File: src/rtl/issue_gate_pkg.sv
package issue_gate_pkg;

    // Operation applied to a single dependency counter in one cycle.
    typedef enum logic [1:0] {
        SB_HOLD = 2'b00,
        SB_DEC  = 2'b01,
        SB_INC  = 2'b10,
        SB_BOTH = 2'b11
    } sb_op_e;

    function automatic sb_op_e sb_op_of(input logic inc, input logic dec);
        return sb_op_e'({inc, dec});
    endfunction

endpackage

File: src/rtl/issue_pace_timer.sv
module issue_pace_timer #(
    parameter int STALL_W = 4
) (
    input  logic               clk,
    input  logic               rst_n,
    input  logic               load,
    input  logic [STALL_W-1:0] stall,
    output logic               expired
);
    typedef struct packed {
        logic [STALL_W-1:0] remain;
    } pace_state_t;

    pace_state_t st_d, st_q;

    always_comb begin
        st_d = st_q;
        if (load) begin
            // A pacing count of zero behaves like one: back-to-back issue.
            if (stall == '0) begin
                st_d.remain = '0;
            end else begin
                st_d.remain = stall - 1'b1;
            end
        end else if (st_q.remain != '0) begin
            st_d.remain = st_q.remain - 1'b1;
        end
    end

    always_ff @(posedge clk) begin
        if (!rst_n) begin
            st_q <= '0;
        end else begin
            st_q <= st_d;
        end
    end

    assign expired = (st_q.remain == '0);

endmodule

File: src/rtl/sb_counter.sv
module sb_counter
    import issue_gate_pkg::*;
#(
    parameter int CNT_W = 3
) (
    input  logic             clk,
    input  logic             rst_n,
    input  logic             inc,
    input  logic             dec,
    output logic [CNT_W-1:0] count,
    output logic             underflow
);
    localparam logic [CNT_W-1:0] CNT_MAX = '1;

    typedef struct packed {
        logic [CNT_W-1:0] cnt;
    } cnt_state_t;

    cnt_state_t st_d, st_q;
    sb_op_e     op;

    always_comb begin
        st_d      = st_q;
        underflow = 1'b0;
        op        = sb_op_of(inc, dec);
        unique case (op)
            SB_INC: begin
                if (st_q.cnt != CNT_MAX) begin
                    st_d.cnt = st_q.cnt + 1'b1;
                end
            end
            SB_DEC: begin
                if (st_q.cnt == '0) begin
                    underflow = 1'b1;
                end else begin
                    st_d.cnt = st_q.cnt - 1'b1;
                end
            end
            SB_BOTH: st_d = st_q;
            default: st_d = st_q;
        endcase
    end

    always_ff @(posedge clk) begin
        if (!rst_n) begin
            st_q <= '0;
        end else begin
            st_q <= st_d;
        end
    end

    assign count = st_q.cnt;

endmodule

File: src/rtl/sb_bank.sv
module sb_bank #(
    parameter int NUM_SB = 6,
    parameter int CNT_W  = 3,
    parameter int SEL_W  = 3
) (
    input  logic                         clk,
    input  logic                         rst_n,
    input  logic                         claim_fire,
    input  logic [SEL_W-1:0]             claim_sel,
    input  logic                         cmpl_valid,
    input  logic [SEL_W-1:0]             cmpl_sel,
    output logic [NUM_SB-1:0][CNT_W-1:0] counts,
    output logic [NUM_SB-1:0]            busy,
    output logic                         bad_cmpl
);
    localparam logic [SEL_W-1:0] FIRST_INVALID = SEL_W'(NUM_SB);

    logic [NUM_SB-1:0] inc_vec;
    logic [NUM_SB-1:0] dec_vec;
    logic [NUM_SB-1:0] uflow_vec;
    logic              sel_out_of_range;

    for (genvar k = 0; k < NUM_SB; k++) begin : g_cnt
        assign inc_vec[k] = claim_fire && (claim_sel == SEL_W'(k));
        assign dec_vec[k] = cmpl_valid && (cmpl_sel == SEL_W'(k));

        sb_counter #(
            .CNT_W (CNT_W)
        ) u_cnt (
            .clk       (clk),
            .rst_n     (rst_n),
            .inc       (inc_vec[k]),
            .dec       (dec_vec[k]),
            .count     (counts[k]),
            .underflow (uflow_vec[k])
        );

        assign busy[k] = (counts[k] != '0);
    end

    assign sel_out_of_range = cmpl_valid && (cmpl_sel >= FIRST_INVALID);
    assign bad_cmpl         = sel_out_of_range || (|uflow_vec);

endmodule

File: src/rtl/warp_issue_gate.sv
module warp_issue_gate #(
    parameter int NUM_SB  = 6,
    parameter int CNT_W   = 3,
    parameter int STALL_W = 4,
    localparam int SEL_W  = $clog2(NUM_SB + 1)
) (
    input  logic              clk,
    input  logic              rst_n,
    input  logic              instr_valid,
    output logic              instr_ready,
    input  logic [STALL_W-1:0] instr_stall,
    input  logic              instr_yield,
    input  logic [SEL_W-1:0]  instr_set_sb,
    input  logic [NUM_SB-1:0] instr_wait_mask,
    input  logic              cmpl_valid,
    input  logic [SEL_W-1:0]  cmpl_sb,
    output logic              issue_fire,
    output logic              blocked,
    output logic              yield_hint,
    output logic              cmpl_err
);
    typedef struct packed {
        logic err;
    } gate_state_t;

    gate_state_t st_d, st_q;

    logic                         pace_done;
    logic [NUM_SB-1:0]            sb_busy;
    logic [NUM_SB-1:0][CNT_W-1:0] sb_count;
    logic                         bad_cmpl;
    logic                         deps_clear;

    issue_pace_timer #(
        .STALL_W (STALL_W)
    ) u_pace (
        .clk     (clk),
        .rst_n   (rst_n),
        .load    (issue_fire),
        .stall   (instr_stall),
        .expired (pace_done)
    );

    sb_bank #(
        .NUM_SB (NUM_SB),
        .CNT_W  (CNT_W),
        .SEL_W  (SEL_W)
    ) u_bank (
        .clk        (clk),
        .rst_n      (rst_n),
        .claim_fire (issue_fire),
        .claim_sel  (instr_set_sb),
        .cmpl_valid (cmpl_valid),
        .cmpl_sel   (cmpl_sb),
        .counts     (sb_count),
        .busy       (sb_busy),
        .bad_cmpl   (bad_cmpl)
    );

    always_comb begin
        deps_clear  = ((instr_wait_mask & sb_busy) == '0);
        instr_ready = pace_done && deps_clear;
        issue_fire  = instr_valid && instr_ready;
        blocked     = instr_valid && !instr_ready;
        yield_hint  = issue_fire && instr_yield;

        st_d = st_q;
        if (bad_cmpl) begin
            st_d.err = 1'b1;
        end
    end

    always_ff @(posedge clk) begin
        if (!rst_n) begin
            st_q <= '0;
        end else begin
            st_q <= st_d;
        end
    end

    assign cmpl_err = st_q.err;

endmodule

File: config.mk
export PLATFORM = sky130hd
export DESIGN_NAME = warp_issue_gate
export DESIGN_NICKNAME = d
export VERILOG_FILES = /design/src/rtl/issue_gate_pkg.sv /design/src/rtl/issue_pace_timer.sv /design/src/rtl/sb_counter.sv /design/src/rtl/sb_bank.sv /design/src/rtl/warp_issue_gate.sv
export SDC_FILE = /design/constraint.sdc
export NUM_CORES = 1
export LEC_CHECK = 0
export BUFFER_PORTS_ARGS = -buffer_cell sky130_fd_sc_hd__clkbuf_2
export CORE_UTILIZATION = 55
export CTS_CLUSTER_DIAMETER = 50
export DETAILED_ROUTE_END_ITERATION = 16
export PLACE_DENSITY_LB_ADDON = 0.3
export SYNTH_ARGS = -nofsm -noshare
export SYNTH_HDL_FRONTEND = slang
export SYNTH_SLANG_ARGS = --single-unit
File: constraint.sdc
create_clock -name clk -period 6.4 [get_ports clk]
set_input_delay 1.28 -clock clk [delete_from_list [all_inputs] [get_ports clk]]
set_output_delay 1.28 -clock clk [all_outputs]
set_load 0.01 [all_outputs]
==> reports/qor.txt <==
Final Max Tran Viols: 0
Clock power share: 16.4%
Worst VDD drop: 0.000181 V
Sw Ratio: 41.1%
Synth top area cells: dfxtp_1, fa_1, a21oi_1
Synth async-reset ratio: 0%
Hold path cells: 2
Post-synth top flop: dfxtp_1
# DRC: 0
Final Hold Fails: 0
Period utilization: 65.0%
Area leader, netlist: dfxtp_1
Hold/Removal Path Class: flip-flop to flip-flop
Clock sink count: 23
Critical Path Sink Type: primary output
Ports: 26
HPWL Detailed: 3480 um
Antenna-violating nets left: 0
Drt first pass iters: 4
CP max stage delay: 0.53 ns
Post-synth EDFFs: 0
Die area: 3850 um^2
Max transition margin: 39.3%
Crit-path max FO: 15
Post-CTS Resized: 0
Synth warn: 0
Worst Hold Slack: 0.523 ns
Syn-to-layout area delta: 8.77%
Multiplexer share of the synthesized area: 1.01%
Cell mode on critical path: clkbuf_2
Layout Nets: 303
#FFs+latches synth: 23
Post-Synth Simple-Gate Area: 31.2%
Clk_skew: 0.00165 ns
Number of cell rows: 21
Slew @ Worst Pin: 0.898 ns
R2R Path Start: u_pace.st_q[0]
Port Buffers: 25
Final Critical Period: 4.16 ns
CTS tree: built
Compound-Gate Fraction of Synth Area: 29.3%
Comb pwr share: 45.3%
Reg2Reg Capture Point: u_bank.g_cnt[0].u_cnt.count[2]
Root buffer cell: clkbuf_4
Crit-path slowest cell: nand4_1
DR vias/cell: 6.25
R2R setup slack: 3.26 ns
Die Width: 62.0 um
Antenna cells: 0
Die H: 62.0 um
Synth top area share: 23.2%
Max_cap viols: 0
Setup Fix Bufs, Post-CTS: 0
Clk buf depth: 2
Multi-input gate area: 1410 um^2
Clk_lat worst skew: 0.33 ns
First-pass GRT wire length: 7420 um
Hold buffers post-CTS: 0
Unrepaired setup endpoints after global routing: false
NetSw: 0.000185 W
Post-synthesis xor/xnor area fraction: 2.21%
Syn_nets: 281
Area after DPL: 2130 um^2
Layout cells sized above 1: 15.4%
CP delay by family, top: simple AND/OR/NAND/NOR gates
Finished Cell Area: 2160 um^2
Hold Path End: u_bank.g_cnt[0].u_cnt.count[0]
Overflow after GRT: 0
Core area: 3390 um^2
Yosys cell types: 59
Post-Layout Cell Count: 319
Min-delay src: u_bank.g_cnt[0].u_cnt.count[0]
CP cell instances: clkbuf_2, o31ai_1, nand4_1, or2_1, inv_2, and2_1, clkbuf_2
Final wirelength: 4580 um
Largest net degree at the start of global routing: 17
Synth cell count leaders: dfxtp_1, nor2_1, inv_1
Starting Density: 58.5%
Crit path buf inv count: 3
Antenna violations before repair: 0
WP data required: 5.12 ns
Cell total after placement: 315
Status: finished clean
Via count: 1,995
Max frequency: 240 MHz
Layout filler cell count: 307
Part of the power in registers: 38.3%
Largest family of logic cells by synthesized area: simple AND/OR/NAND/NOR gates
Seq/Total Area, Yosys: 23.2%
CTS buffer count: 3
Pwr/cell area: 209 nW/um^2
Critical Path Source Type: input port
Most numerous cell in the Yosys netlist: dfxtp_1
Seq. cell area: 460 um^2
Synthesized area per cell: 7.87 um^2
R2R cell count: 12
Pint: 0.000266 W
P_leak: 0.791 nW
Setup Crit Path Kind: input port to primary output
Adder-Cell Fraction of Synth Area: 7.32%
Final setup viols: 0
H-tree depth: 1
Post-Synthesis Cells: 252
Total GRT Usage: 25.6%
Placer Congestion: 0.910
Iter 0 DRT Violations: 190
CP Data Arrival Time: 2.88 ns
Sum Neg Setup Slack: 0 ns
Area of the mapped netlist: 1980 um^2
Routed WL per cell: 14.4 um
Vias in the first global route: 1,725
Worst-path clk slew: 0.14 ns
## worst register-to-register path, stage by stage, from the launching register on
cell,delay (ns)
dfxtp_1,0.40
inv_1,0.08
ha_1,0.22
nor3b_4,0.18
nand4_1,0.44
or2_1,0.31
inv_2,0.11
a21oi_2,0.24
inv_1,0.09
fa_1,0.42
nor3_1,0.28
a311oi_1,0.09
a211oi_1,0.22
## state kept, by name (all words and copies together), names as in the netlist
| name | count |
|---|---|
| cmpl_err | 1 |
| u_bank.g_cnt.u_cnt.count | 18 |
| u_pace.st_q | 4 |
## placed cells by master, fill, tap and decap left out, types with 5 or more instances in the layout
cell type  netlist  routed
nor2b_1          5       5
nand4_1          5       5
xnor2_1          5       5
clkbuf_2         0      25
dfxtp_1         23      23
o21ai_0         10      10
fa_1             6       6
inv_1           19      19
nor3_1          14      14
a211oi_1         7       7
and3_1           9       9
nor2_1          21      21
nand2_1         14      14
a31oi_1          5       5
nand3_1          6       6
nor4_1           6       6
o31a_1           5       5
a21oi_1         17      17
## power groups by stage
| stage | clock network [W] | registers (W) | logic (W) |
|---|---|---|---|
| after CTS | 0.0000758 | 0.000173 | 0.000203 |
| after floorplan | 0 | 0.000173 | 0.000156 |
| after global placement | 0 | 0.000175 | 0.000197 |
| final | 0.0000740 | 0.000173 | 0.000204 |
| after detailed placement | 0 | 0.000175 | 0.000201 |
| after global routing | 0.0000810 | 0.000175 | 0.000229 |
## how the worst max path moves through the flow
| stage | from | end | slack (ns) | cells past startpoint |
|---|---|---|---|---|
| after floorplan | instr_wait_mask[0] | yield_hint | 2.89 | 6 |
| after global placement | instr_wait_mask[2] | yield_hint | 2.34 | 7 |
| after detailed placement | instr_wait_mask[2] | yield_hint | 2.26 | 7 |
| after CTS | instr_wait_mask[2] | yield_hint | 2.24 | 7 |
| after global routing | instr_wait_mask[0] | yield_hint | 2.08 | 7 |
| final | instr_wait_mask[2] | yield_hint | 2.24 | 7 |
## layer usage
metal / global-route usage [%] / share of wire (%)
met1: 34.8 / 47
met2: 43.5 / 48
met3: 4.14 / 5.4
met4: 3.81 / 0.46
met5: 0 / 0
## kinds of logic after synthesis
logic type	Yosys count
simple gates	106
compound gates	79
buf+inv	29
flops	23
fa+ha+maj	8
xor+xnor	5
mux	2
## final cells by class
cell class,instances,area share (%)
multi-input cells,200,65.3
flip-flops and latches,23,21.3
repair buffers,25,5.80
inverters,21,3.65
well taps,46,2.67
clock buffers,4,1.22
## metrics by stage
stage | setup WS, ns | power [W] | util (%)
after floorplan | 2.89 | 0.000328 | -
after global placement | 2.34 | 0.000372 | 62.9
after detailed placement | 2.26 | 0.000377 | 62.9
after CTS | 2.24 | 0.000451 | 63.6
after global routing | 2.08 | 0.000485 | 63.6
final | 2.24 | 0.000451 | 63.6
(Power assumes the default switching activity.)
